**config.mk**
```make
export PLATFORM = sky130hd
export DESIGN_NAME = ols_cfg_encoder
export DESIGN_NICKNAME = d
export VERILOG_FILES = /design/src/rtl/ols_enc_pkg.sv /design/src/rtl/ols_check_gen.sv /design/src/rtl/ols_compact.sv /design/src/rtl/ols_out_reg.sv /design/src/rtl/ols_cfg_encoder.sv
export SDC_FILE = /design/constraint.sdc
export NUM_CORES = 1
export LEC_CHECK = 0
export CORE_UTILIZATION = 35
export DETAILED_ROUTE_END_ITERATION = 6
export DONT_BUFFER_PORTS = 1
export PLACE_DENSITY_LB_ADDON = 0.12
export SYNTH_ARGS = -nofsm -noshare
export SYNTH_HDL_FRONTEND = slang
export SYNTH_SLANG_ARGS = --single-unit
```
**constraint.sdc**
```tcl
create_clock -name clk -period 14.55 [get_ports clk]
set_input_delay 3.6375 -clock clk [delete_from_list [all_inputs] [get_ports clk]]
set_output_delay 3.6375 -clock clk [all_outputs]
set_load 0.01 [all_outputs]
```
**src/rtl/ols_enc_pkg.sv**
```systemverilog
package ols_enc_pkg;

  // Row of group g that holds grid cell (i, j) of an m x m grid.
  function automatic int ols_row_of(int g, int i, int j, int m);
    if (g == 0) return i;
    if (g == 1) return j;
    return (i + (g - 1) * j) % m;
  endfunction

  // True when data bit b is a member of check row c.
  function automatic bit ols_hit(int c, int b, int m);
    int g;
    int r;
    g = c / m;
    r = c % m;
    return ols_row_of(g, b / m, b % m, m) == r;
  endfunction

  // Bits needed to count from 0 to n inclusive.
  function automatic int ols_cnt_w(int n);
    int w;
    w = 1;
    while ((1 << w) <= n) w++;
    return w;
  endfunction

endpackage

```
**src/rtl/ols_check_gen.sv**
```systemverilog
module ols_check_gen #(
  parameter int M = 5,
  parameter int T = 2
) (
  input  logic [M*M-1:0]   data,
  output logic [2*T*M-1:0] chk
);
  import ols_enc_pkg::*;

  localparam int DW = M * M;
  localparam int CW = 2 * T * M;

  // Membership mask of one parity-check row.
  function automatic logic [DW-1:0] row_mask(int c);
    logic [DW-1:0] msk;
    msk = '0;
    for (int b = 0; b < DW; b++) msk[b] = ols_hit(c, b, M);
    return msk;
  endfunction

  for (genvar c = 0; c < CW; c++) begin : g_row
    localparam logic [DW-1:0] MASK = row_mask(c);
    assign chk[c] = ^(data & MASK);
  end

endmodule

```
**src/rtl/ols_compact.sv**
```systemverilog
module ols_compact #(
  parameter int CW = 20
) (
  input  logic [CW-1:0] full,
  input  logic [CW-1:0] keep,
  output logic [CW-1:0] packed_out,
  output logic [ols_enc_pkg::ols_cnt_w(CW)-1:0] kept_cnt
);
  import ols_enc_pkg::*;

  localparam int IW = ols_cnt_w(CW);

  // rank[r]: number of kept rows below r, i.e. the slot row r lands in.
  logic [IW-1:0] rank [CW+1];

  always_comb begin
    rank[0] = '0;
    for (int r = 0; r < CW; r++) rank[r+1] = rank[r] + IW'(keep[r]);
  end

  assign kept_cnt = rank[CW];

  // One selector per stored slot; only rows at or above k can reach slot k.
  for (genvar k = 0; k < CW; k++) begin : g_slot
    logic sel_bit;
    always_comb begin
      sel_bit = 1'b0;
      for (int r = k; r < CW; r++) begin
        if (keep[r] && rank[r] == IW'(k)) sel_bit = full[r];
      end
    end
    assign packed_out[k] = sel_bit;
  end

endmodule

```
**src/rtl/ols_out_reg.sv**
```systemverilog
module ols_out_reg #(
  parameter int CW = 20
) (
  input  logic          clk,
  input  logic          rst_n,
  input  logic          load,
  input  logic [CW-1:0] d,
  output logic          q_valid,
  output logic [CW-1:0] q
);

  always_ff @(posedge clk) begin
    if (!rst_n) begin
      q_valid <= 1'b0;
      q       <= '0;
    end else begin
      q_valid <= load;
      if (load) q <= d;
    end
  end

endmodule

```
**src/rtl/ols_cfg_encoder.sv**
```systemverilog
module ols_cfg_encoder #(
  parameter int M = 5,
  parameter int T = 2
) (
  input  logic             clk,
  input  logic             rst_n,
  input  logic             in_valid,
  input  logic [M*M-1:0]   in_data,
  input  logic [2*T*M-1:0] cfg_keep,
  output logic             out_valid,
  output logic [2*T*M-1:0] out_chk
);
  import ols_enc_pkg::*;

  localparam int DW = M * M;
  localparam int CW = 2 * T * M;
  localparam int IW = ols_cnt_w(CW);

  // Named internal events for the checker.
  logic          word_accept;
  logic [CW-1:0] full_chk;
  logic [CW-1:0] packed_chk;
  logic [IW-1:0] kept_cnt;

  assign word_accept = in_valid;

  ols_check_gen #(.M(M), .T(T)) gen_i (
    .data (in_data),
    .chk  (full_chk)
  );

  ols_compact #(.CW(CW)) pack_i (
    .full       (full_chk),
    .keep       (cfg_keep),
    .packed_out (packed_chk),
    .kept_cnt   (kept_cnt)
  );

  ols_out_reg #(.CW(CW)) oreg_i (
    .clk     (clk),
    .rst_n   (rst_n),
    .load    (word_accept),
    .d       (packed_chk),
    .q_valid (out_valid),
    .q       (out_chk)
  );

  logic unused_ok;
  assign unused_ok = ^kept_cnt | (DW == 0);

endmodule

```
==> results of run 1 <==
-- worst paths after layout --
kind         cells past startpoint                 startpoint                        end
max reg2reg                      4  oreg_i.q[15]$_SDFFE_PN0P_  oreg_i.q[15]$_SDFFE_PN0P_
max                             27                cfg_keep[0]  oreg_i.q[11]$_SDFFE_PN0P_
min                              2  oreg_i.q[19]$_SDFFE_PN0P_  oreg_i.q[19]$_SDFFE_PN0P_
min reg2reg                      2  oreg_i.q[19]$_SDFFE_PN0P_  oreg_i.q[19]$_SDFFE_PN0P_
-- logic make-up (layout without fill, tap and decap cells) --
logic type      count (synthesis)  in the layout  share of synthesized area
compound gates                340            340                      0.287
simple gates                  549            549                      0.341
mux                            46             46                     0.0544
fa+ha+maj                      37             37                     0.0543
xor+xnor                      130            130                      0.175
flops                          21             21                     0.0485
buf+inv                        80             35                     0.0398
-- layer usage --
| layer | share of wire | vias up |
|---|---|---|
| li1 | - | 4598 |
| met1 | 0.48 | 4500 |
| met2 | 0.43 | 413 |
| met3 | 0.081 | 29 |
| met4 | 0.015 | 0 |
| met5 | 0 | - |
-- flip-flops by register name, indices dropped and copies added (netlist names) --
signal,flops
oreg_i.q_valid,1
oreg_i.q,20
-- synth_stat cells, types with 29 or more instances --
library cell	n	area [um2]
sky130_fd_sc_hd__ha_1	36	450
sky130_fd_sc_hd__a21oi_1	39	195
sky130_fd_sc_hd__nor3_1	48	240
sky130_fd_sc_hd__a31oi_1	29	181
sky130_fd_sc_hd__clkbuf_1	38	143
sky130_fd_sc_hd__nor2_1	88	330
sky130_fd_sc_hd__nand4_1	34	213
sky130_fd_sc_hd__nand2_1	112	420
sky130_fd_sc_hd__o21ai_0	46	230
sky130_fd_sc_hd__nand3_1	67	335
sky130_fd_sc_hd__mux2i_1	40	400
sky130_fd_sc_hd__xnor2_1	85	744
-- cells in the final DEF, fill, tap and decap left out, types with 10 or more instances in the layout --
master                     Yosys  final
sky130_fd_sc_hd__a211oi_1     21     21
sky130_fd_sc_hd__a21oi_1      39     39
sky130_fd_sc_hd__a31oi_1      29     29
sky130_fd_sc_hd__and2_1       15     15
sky130_fd_sc_hd__and3_1       27     27
sky130_fd_sc_hd__buf_4         7     10
sky130_fd_sc_hd__dfxtp_1      21     21
sky130_fd_sc_hd__ha_1         36     36
sky130_fd_sc_hd__inv_1        20     20
sky130_fd_sc_hd__mux2i_1      40     40
sky130_fd_sc_hd__nand2_1     112    112
sky130_fd_sc_hd__nand2b_1     12     12
sky130_fd_sc_hd__nand3_1      67     67
sky130_fd_sc_hd__nand3b_1     18     18
sky130_fd_sc_hd__nand4_1      34     34
sky130_fd_sc_hd__nor2_1       88     88
sky130_fd_sc_hd__nor3_1       48     48
sky130_fd_sc_hd__nor3b_1      16     16
sky130_fd_sc_hd__nor4_1       23     23
sky130_fd_sc_hd__o211ai_1     25     25
sky130_fd_sc_hd__o21ai_0      46     46
sky130_fd_sc_hd__o22ai_1      21     21
sky130_fd_sc_hd__o31ai_1      14     14
sky130_fd_sc_hd__or2_2        10     10
sky130_fd_sc_hd__or3_1        25     25
sky130_fd_sc_hd__xnor2_1      85     85
sky130_fd_sc_hd__xnor3_1      10     10
sky130_fd_sc_hd__xor2_1       17     17
-- through the flow --
stage | setup WS (ns) | instance area (um2)
floorplan | 2.13 | 8670
global placement | 1.33 | 8880
detailed placement | 1.13 | 8880
CTS | 1.34 | 8960
global route | 0.637 | 8960
finish | 1.29 | 8960
-- area by class of cell --
type | instances | area share
Timing Repair Buffer | 10 | 0.00838
Clock inverter | 1 | 0.000559
Inverter | 21 | 0.00880
Clock buffer | 3 | 0.00838
Tap cell | 324 | 0.0452
Sequential cell | 21 | 0.0469
Multi-Input combinational cell | 1102 | 0.882
-- worst max-delay path, delay by kind of cell --
family                     cells  cell delay [ns]
adders and majority gates     15             6.27
and+or+nand+nor                4             1.29
xor gates and xnor gates       3             0.97
AOI/OAI and AO/OA              3             0.77
muxes                          1             0.31
buffers and inverters          1             0.18
==> flow_summary.rst, run 1 <==
.. list-table::
   :header-rows: 1

   * - Metric
     - Value
   * - Clock edge transition at the registers on the reported setup and hold paths
     - 0.06 ns
   * - Drt wl/cell
     - 21.3 um
   * - Highest fanout seen on the critical path
     - 11
   * - Die width
     - 159 um
   * - Fraction of the yosys area taken by sequential cells
     - 0.0485
   * - CTS sink cnt
     - 21
   * - Antenna violations before repair
     - 0
   * - Transition time at the pin with the least slew margin
     - 1.21 ns
   * - GR Layer Usage met3
     - 0.0440
   * - DRC errors left
     - 0
   * - Synthesized cell area
     - 8670 um2
   * - Nets
     - 1,244
   * - Syn_nets
     - 1,288
   * - Number of global-route vias before repair
     - 8,704
   * - Remaining number of nets flagged by the antenna check after routing
     - 0
   * - Starting density of the core
     - 0.356
   * - Worst-case hold slack
     - 0.539 ns
   * - Required time of the worst setup path
     - 14.73 ns
   * - Number of inserted diodes
     - 0
   * - Global placer's final weighted congestion
     - 0.952
   * - # port buffers
     - 0
   * - Full die area
     - 25,400 um2
   * - Critical Setup Path Class
     - in -> reg
   * - Met2 routing resource usage after global routing
     - 0.368
   * - TritonCTS Buffers
     - 3
   * - Maximum buffer depth of the clock tree
     - 2
   * - Cell Count Post-Placement
     - 1,478
   * - Largest net degree at the start of global routing
     - 36
   * - Largest incremental delay on the critical path
     - 0.75 ns
   * - Post-cts gate resize count
     - 0
   * - Via count
     - 9,540
   * - Setup repair after global routing missed its margin
     - false
   * - Signed area change from the synthesized netlist to the final layout
     - 3.39%
   * - Global Route Usage Sum
     - 0.239
   * - Global route overflow
     - 0
   * - Highest Clock Rate
     - 75.4 MHz
   * - Max-cap violation count
     - 0
   * - Core area
     - 24,300 um2
   * - Clk root buf
     - sky130_fd_sc_hd__clkbuf_16
   * - Critical Path Slowest Stage Cell
     - sky130_fd_sc_hd__or4_1
   * - Vertical die dimension
     - 159 um
   * - Data arrival time at the worst-slack endpoint
     - 13.44 ns
   * - Total Negative Setup Slacks
     - 0 ns
   * - Number of design-rule violations left by the first detailed-router iteration
     - 858
   * - Post-synth EDFFs
     - 0
   * - Gate count after technology mapping
     - 1,203
   * - Share of the cycle needed by the critical path after routing
     - 0.911
   * - Number of iterations in the first detailed-routing pass
     - 5
   * - H-tree lvl count
     - 1
   * - Number of warnings issued by yosys
     - 0
   * - Synth async-reset ratio
     - 0
   * - Post-CTS Setup Inserts
     - 0
   * - Most Crowded Layer GR
     - met2
   * - Vias per inst
     - 6.44
   * - # rows
     - 57
   * - Clk Latency, worst-skew pair
     - 0.26 ns
   * - Avg Cell Area, Syn
     - 7.20 um2
   * - Final count of negative-setup-slack endpoints
     - 0
   * - Global-route wire length before repair
     - 49.4 mm
   * - Placed wire-length estimate
     - 25.5 mm
   * - Wire length after detailed routing
     - 31.5 mm
   * - Count of distinct cell types in the synthesized netlist
     - 98
   * - Hold violation total from the final report
     - 0
   * - CTS tree
     - yes
   * - Cell mode on critical path
     - sky130_fd_sc_hd__ha_1
   * - Run status
     - complete, no violations
   * - Fill cells
     - 2,603
   * - Worst Hold Class
     - reg -> reg
   * - Share of post-route cells with drive strength above 1
     - 0.0674
   * - Setup slack on the worst flop-to-flop path
     - 13.38 ns
   * - Met1 demand-to-capacity share in global routing
     - 0.348
   * - Final clock skew
     - 0 ns
   * - Most used flip-flop cell after synthesis
     - sky130_fd_sc_hd__dfxtp_1
   * - CP Capture Type
     - flop
   * - Startpoint types
     - input pin
   * - Period minus WS final
     - 13.26 ns
   * - Remaining max-slew budget at the tightest pin
     - 0.190
   * - Hold Buf Count CTS
     - 0
   * - Core utilization of the finished layout
     - 0.368
   * - Post-synthesis sequential element count
     - 21
   * - Final slew viol count
     - 0
   * - Number of placed I/O pins
     - 69
   * - Sequential Area
     - 420 um2
   * - Final Non-Filler Cells
     - 1,482
   * - Multi-input gate area
     - 7900 um2
Power of run 1 is left out: the tool's default activity adds up to more than one toggle a clock period on the data nets, which glitch-free logic cannot reach.
==> inputs of run 2 (changes only) <==
--- a/config.mk
+++ b/config.mk
@@ -5,9 +5,11 @@
 export SDC_FILE = /design/constraint.sdc
 export NUM_CORES = 1
 export LEC_CHECK = 0
+export BUFFER_PORTS_ARGS = -buffer_cell sky130_fd_sc_hd__buf_2
+export CELL_PAD_IN_SITES_DETAIL_PLACEMENT = 0
+export CELL_PAD_IN_SITES_GLOBAL_PLACEMENT = 1
 export CORE_UTILIZATION = 35
 export DETAILED_ROUTE_END_ITERATION = 6
-export DONT_BUFFER_PORTS = 1
 export PLACE_DENSITY_LB_ADDON = 0.12
 export SYNTH_ARGS = -nofsm -noshare
 export SYNTH_HDL_FRONTEND = slang
==> run 2 against run 1 <==
Net effect:
- flip-flop and latch count is the same
- core utilization grew 1.5 points
- register-to-register slack lost 0.04 ns
- clock-buffer cell count is the same
- hold slack lost 0.075 ns
- clock skew is the same
- wire length grew 5.1%
- critical path type unchanged
- critical endpoint unchanged
- largest cell class unchanged
- highest routed layer unchanged
==> flow_summary.rst, run 2 (same netlist as run 1, synthesis figures left out) <==
.. list-table::
   :header-rows: 1

   * - Metric
     - Value
   * - Run status
     - complete, no violations
   * - Maximum buffer depth of the clock tree
     - 2
   * - Global-route wire length before repair
     - 52.3 mm
   * - Remaining number of nets flagged by the antenna check after routing
     - 0
   * - Clk root buf
     - sky130_fd_sc_hd__clkbuf_16
   * - Global Route Usage Sum
     - 0.254
   * - Highest fanout seen on the critical path
     - 11
   * - Largest registers
     - oreg_i.q: 20 flops, oreg_i.q_valid: 1 flops
   * - Vias per inst
     - 6.27
   * - Register containing the most flip-flops in the final layout
     - oreg_i.q
   * - Hold Buf Count CTS
     - 0
   * - Final count of negative-setup-slack endpoints
     - 0
   * - Global placer's final weighted congestion
     - 0.882
   * - Depth of the worst register-to-register path
     - 4
   * - Clk Latency, worst-skew pair
     - 0.25 ns
   * - Count of cells along the worst hold path
     - 2
   * - Required time of the worst setup path
     - 14.72 ns
   * - Hold path start
     - oreg_i.q[19]$_SDFFE_PN0P_
   * - Placed wire-length estimate
     - 26.7 mm
   * - Hold violation total from the final report
     - 0
   * - # rows
     - 57
   * - Global route overflow
     - 0
   * - Post-cts gate resize count
     - 0
   * - Number of inserted diodes
     - 0
   * - Remaining max-slew budget at the tightest pin
     - 0.206
   * - Highest Clock Rate
     - 74.3 MHz
   * - CTS sink cnt
     - 21
   * - DRC errors left
     - 0
   * - Wire length after detailed routing
     - 33.1 mm
   * - Commonest cells after routing, fill and taps aside
     - sky130_fd_sc_hd__nand2_1, sky130_fd_sc_hd__nor2_1, sky130_fd_sc_hd__xnor2_1
   * - TritonCTS Buffers
     - 3
   * - Max-cap violation count
     - 0
   * - Final slew viol count
     - 0
   * - Antenna violations before repair
     - 0
   * - Worst Hold Class
     - reg -> reg
   * - Crit Reg-Reg Endpoint
     - oreg_i.q[15]$_SDFFE_PN0P_
   * - Signed area change from the synthesized netlist to the final layout
     - 7.49%
   * - Final clock skew
     - 0 ns
   * - Via count
     - 9,728
   * - End point of the worst hold path
     - oreg_i.q[19]$_SDFFE_PN0P_
   * - Number of global-route vias before repair
     - 9,106
   * - Most common library cell in the layout ignoring fill and taps
     - sky130_fd_sc_hd__nand2_1
   * - Period minus WS final
     - 13.46 ns
   * - Vertical die dimension
     - 159 um
   * - Drt wl/cell
     - 21.3 um
   * - Data arrival time at the worst-slack endpoint
     - 13.63 ns
   * - Total Negative Setup Slacks
     - 0 ns
   * - Die width
     - 159 um
   * - Share of the cycle needed by the critical path after routing
     - 0.925
   * - Number of design-rule violations left by the first detailed-router iteration
     - 940
   * - Transition time at the pin with the least slew margin
     - 1.18 ns
   * - H-tree lvl count
     - 1
   * - # port buffers
     - 68
   * - Core area
     - 24,300 um2
   * - Largest net degree at the start of global routing
     - 36
   * - Number of placed I/O pins
     - 69
   * - Critical Setup Path Class
     - in -> reg
   * - Setup slack on the worst flop-to-flop path
     - 13.34 ns
   * - CTS tree
     - yes
   * - Worst flop-to-flop path startpoint
     - oreg_i.q[15]$_SDFFE_PN0P_
   * - CP Capture Type
     - flop
   * - Number of iterations in the first detailed-routing pass
     - 5
   * - Post-CTS Setup Inserts
     - 0
   * - Setup repair after global routing missed its margin
     - false
   * - Fill cells
     - 2,649
   * - Starting density of the core
     - 0.356
   * - Share of post-route cells with drive strength above 1
     - 0.121
   * - Nets
     - 1,314
   * - Full die area
     - 25,400 um2
   * - Clock edge transition at the registers on the reported setup and hold paths
     - 0.06 ns
   * - Startpoint types
     - input pin
   * - Max FFs per register
     - 20
## run 2: routing by layer
| layer | track usage | vias to the layer above | part of all wire |
|---|---|---|---|
| li1 | - | 4742 | - |
| met1 | 0.383 | 4636 | 0.50 |
| met5 | 0 | - | 0 |
| met3 | 0.0141 | 37 | 0.051 |
| met2 | 0.401 | 313 | 0.44 |
| met4 | 0.0411 | 0 | 0.015 |
## run 2: critical path: stages
cell                       delay (ns)
sky130_fd_sc_hd__buf_2           0.12
sky130_fd_sc_hd__fa_1            0.55
sky130_fd_sc_hd__ha_1            0.26
sky130_fd_sc_hd__ha_1            0.41
sky130_fd_sc_hd__ha_1            0.45
sky130_fd_sc_hd__ha_1            0.45
sky130_fd_sc_hd__ha_1            0.44
sky130_fd_sc_hd__ha_1            0.42
sky130_fd_sc_hd__ha_1            0.41
sky130_fd_sc_hd__ha_1            0.41
sky130_fd_sc_hd__ha_1            0.41
sky130_fd_sc_hd__ha_1            0.44
sky130_fd_sc_hd__ha_1            0.44
sky130_fd_sc_hd__ha_1            0.44
sky130_fd_sc_hd__ha_1            0.42
sky130_fd_sc_hd__ha_1            0.39
sky130_fd_sc_hd__xor3_1          0.57
sky130_fd_sc_hd__xnor2_1         0.17
sky130_fd_sc_hd__buf_4           0.18
sky130_fd_sc_hd__and2_1          0.16
sky130_fd_sc_hd__nand2_1         0.07
sky130_fd_sc_hd__a21oi_1         0.08
sky130_fd_sc_hd__or4_1           0.74
sky130_fd_sc_hd__xnor2_4         0.25
sky130_fd_sc_hd__o31ai_1         0.48
sky130_fd_sc_hd__and3_1          0.30
sky130_fd_sc_hd__mux2_4          0.31
sky130_fd_sc_hd__a211oi_1        0.23
## run 2: worst max path at each step
stage / from / slack, ns / end
after detailed placement: cfg_keep[0] / 0.98 / oreg_i.q[11]$_SDFFE_PN0P_
after global routing: cfg_keep[0] / 0.47 / oreg_i.q[11]$_SDFFE_PN0P_
final: cfg_keep[0] / 1.09 / oreg_i.q[11]$_SDFFE_PN0P_
after CTS: cfg_keep[0] / 1.19 / oreg_i.q[11]$_SDFFE_PN0P_
after floorplan: cfg_keep[0] / 2.13 / oreg_i.q[11]$_SDFFE_PN0P_
after global placement: cfg_keep[0] / 1.22 / oreg_i.q[11]$_SDFFE_PN0P_
## run 2: metrics by stage
step,setup slack [ns],area [um2],hold slack (ns),util,cells
finish,1.09,9320,0.464,0.383,1552
global route,0.466,9320,0.498,0.383,1552
CTS,1.19,9320,0.468,0.383,1552
detailed placement,0.982,9240,0.456,0.380,1548
global placement,1.22,9240,0.467,0.380,1548
floorplan,2.13,8670,0.486,-,1203
## run 2: layout make-up
cell class,instances,area [um2],area share
Sequential cell,21,420,0.0451
Timing Repair Buffer,80,430,0.0462
Tap cell,324,405,0.0435
Clock inverter,1,5.00,0.000537
Clock buffer,3,75.1,0.00806
Inverter,21,78.8,0.00846
Multi-Input combinational cell,1102,7900,0.848
Power of run 2 is left out for the same reason.
==> inputs of run 3 (changes only) <==
--- a/config.mk
+++ b/config.mk
@@ -10,6 +10,7 @@
 export CELL_PAD_IN_SITES_GLOBAL_PLACEMENT = 1
 export CORE_UTILIZATION = 35
 export DETAILED_ROUTE_END_ITERATION = 6
+export GPL_TIMING_DRIVEN = 0
 export PLACE_DENSITY_LB_ADDON = 0.12
 export SYNTH_ARGS = -nofsm -noshare
 export SYNTH_HDL_FRONTEND = slang
==> run 3 against run 2 <==
Net effect:
- via count up 1.1%
- first-iteration DRC count down 9.0%
- die area unchanged
- highest routed layer unchanged
- sequential share of layout area down 0.059 points
- critical path depth up 1
- design area up 1.3%
- global-route usage down 0.43 points
- non-clock buffer count up 36
- clock-buffer cell count up 1
- flip-flop and latch count unchanged
- final cell count up 2.4%
==> flow_summary.rst, run 3 (same netlist as run 1, synthesis figures left out) <==
.. list-table::
   :header-rows: 1

   * - Metric
     - Value
   * - Critical Path Slowest Stage Cell
     - sky130_fd_sc_hd__nor4_2
   * - Global route overflow
     - 0
   * - Vertical die dimension
     - 159 um
   * - Global-route wire length before repair
     - 51.8 mm
   * - Number of design-rule violations left by the first detailed-router iteration
     - 855
   * - TritonCTS Buffers
     - 3
   * - Total non-filler cell area in the finished layout
     - 9440 um2
   * - Worst-case hold slack
     - 0.470 ns
   * - Core area
     - 24,300 um2
   * - Clk root buf
     - sky130_fd_sc_hd__clkbuf_16
   * - Full die area
     - 25,400 um2
   * - Placed wire-length estimate
     - 26.7 mm
   * - Max FFs per register
     - 20
   * - # port buffers
     - 57
   * - DRC errors left
     - 0
   * - CTS sink cnt
     - 21
   * - End point of the worst hold path
     - oreg_i.q[19]$_SDFFE_PN0P_
   * - Die width
     - 159 um
   * - Sequential Area
     - 420 um2
   * - Setup slack on the worst flop-to-flop path
     - 13.44 ns
   * - Standard cell area after detailed placement
     - 9360 um2
   * - Crit Reg-Reg Endpoint
     - oreg_i.q[15]$_SDFFE_PN0P_
   * - Worst flop-to-flop path startpoint
     - oreg_i.q[15]$_SDFFE_PN0P_
   * - Period minus WS final
     - 13.95 ns
   * - Required time of the worst setup path
     - 14.71 ns
   * - Post-cts gate resize count
     - 0
   * - Family with the most delay on the worst path
     - adder cells
   * - Startpoint types
     - input pin
   * - Maximum buffer depth of the clock tree
     - 2
   * - Signed area change from the synthesized netlist to the final layout
     - 8.91%
   * - Global placer's final weighted congestion
     - 0.922
   * - Global Route Usage Sum
     - 0.250
   * - Share of the cycle needed by the critical path after routing
     - 0.959
   * - Largest registers
     - oreg_i.q: 20 flops, oreg_i.q_valid: 1 flops
   * - Number of global-route vias before repair
     - 9,177
   * - Hold Buf Count CTS
     - 0
   * - Hold path start
     - oreg_i.q[19]$_SDFFE_PN0P_
   * - Final clock skew
     - 0 ns
   * - Share of post-route cells with drive strength above 1
     - 0.112
   * - H-tree lvl count
     - 1
   * - Transition time at the pin with the least slew margin
     - 1.04 ns
   * - Fill cells
     - 2,672
   * - Commonest cells after routing, fill and taps aside
     - sky130_fd_sc_hd__nand2_1, sky130_fd_sc_hd__nor2_1, sky130_fd_sc_hd__xnor2_1
   * - Largest net degree at the start of global routing
     - 12
   * - Nets
     - 1,350
   * - Antenna violations before repair
     - 1
   * - CP Capture Type
     - flop
   * - CTS tree
     - yes
   * - Critical Setup Path Class
     - in -> reg
   * - Vias per inst
     - 6.19
   * - Remaining max-slew budget at the tightest pin
     - 0.298
   * - Clk Latency, worst-skew pair
     - 0.25 ns
   * - Drt wl/cell
     - 20.6 um
   * - Clock edge transition at the registers on the reported setup and hold paths
     - 0.06 ns
   * - Number of placed I/O pins
     - 69
   * - Final count of negative-setup-slack endpoints
     - 0
   * - Starting density of the core
     - 0.356
   * - Most common library cell in the layout ignoring fill and taps
     - sky130_fd_sc_hd__nand2_1
   * - Setup repair after global routing missed its margin
     - true
   * - Hold violation total from the final report
     - 0
   * - Depth of the worst register-to-register path
     - 4
   * - Post-CTS Setup Inserts
     - 0
   * - Highest fanout seen on the critical path
     - 10
   * - Multi-input gate area
     - 7900 um2
   * - Final slew viol count
     - 0
   * - Via count
     - 9,837
   * - Largest incremental delay on the critical path
     - 0.76 ns
   * - Count of cells along the worst hold path
     - 2
   * - Data arrival time at the worst-slack endpoint
     - 14.12 ns
   * - Register containing the most flip-flops in the final layout
     - oreg_i.q
   * - Cell mode on critical path
     - sky130_fd_sc_hd__ha_1
   * - Wire length after detailed routing
     - 32.7 mm
   * - Remaining number of nets flagged by the antenna check after routing
     - 0
   * - Combined buffer and inverter count along the critical path
     - 3
   * - Run status
     - complete, no violations
   * - # rows
     - 57
   * - Worst Hold Class
     - reg -> reg
   * - Number of iterations in the first detailed-routing pass
     - 5
   * - Max-cap violation count
     - 0
   * - Highest Clock Rate
     - 71.7 MHz
==> run 3: worst max-delay path by stage <==
| stage | endpoint | cells after the start | startpoint |
|---|---|---|---|
| after floorplan | oreg_i.q[11]$_SDFFE_PN0P_ | 29 | cfg_keep[0] |
| after global placement | oreg_i.q[15]$_SDFFE_PN0P_ | 29 | cfg_keep[0] |
| after detailed placement | oreg_i.q[15]$_SDFFE_PN0P_ | 29 | cfg_keep[0] |
| after CTS | oreg_i.q[11]$_SDFFE_PN0P_ | 30 | cfg_keep[0] |
| after global routing | oreg_i.q[15]$_SDFFE_PN0P_ | 29 | cfg_keep[0] |
| final | oreg_i.q[15]$_SDFFE_PN0P_ | 29 | cfg_keep[0] |
==> run 3: cell type report <==
class                      instances  area share
buffer                            59      0.0282
timing repair buffer              57      0.0302
inverter                          21     0.00835
tap                              324      0.0430
sequential                        21      0.0445
antenna                            1    0.000265
clock buffer                       4     0.00835
multi-input combinational       1102       0.837
==> run 3: per-stage QoR <==
| stage | util | TNS [ns] | setup slack [ns] | cells |
|---|---|---|---|---|
| finish | 0.388 | 0 | 0.596 | 1589 |
| global route | 0.388 | -0.00729 | -0.00729 | 1589 |
| CTS | 0.388 | 0 | 0.666 | 1588 |
| detailed placement | 0.385 | 0 | 0.476 | 1584 |
| global placement | 0.385 | 0 | 0.396 | 1584 |
| floorplan | - | 0 | 2.13 | 1203 |
==> run 3: worst min-delay path, cell delays in order, from the launching register on <==
cell	delay [ns]
sky130_fd_sc_hd__dfxtp_1	0.30
sky130_fd_sc_hd__nand2_1	0.06
sky130_fd_sc_hd__a21oi_1	0.06
==> run 3: layer usage <==
layer  global-route usage  wire [um]  share of wire  vias up
met5                    0          0              0        -
met4               0.0363        330          0.010        0
met3               0.0104       1620          0.050       30
met2                0.393      14200           0.43      326
met1                0.381      16500           0.51     4669
li1                     -          -              -     4812
Power of run 3 is left out for the same reason.
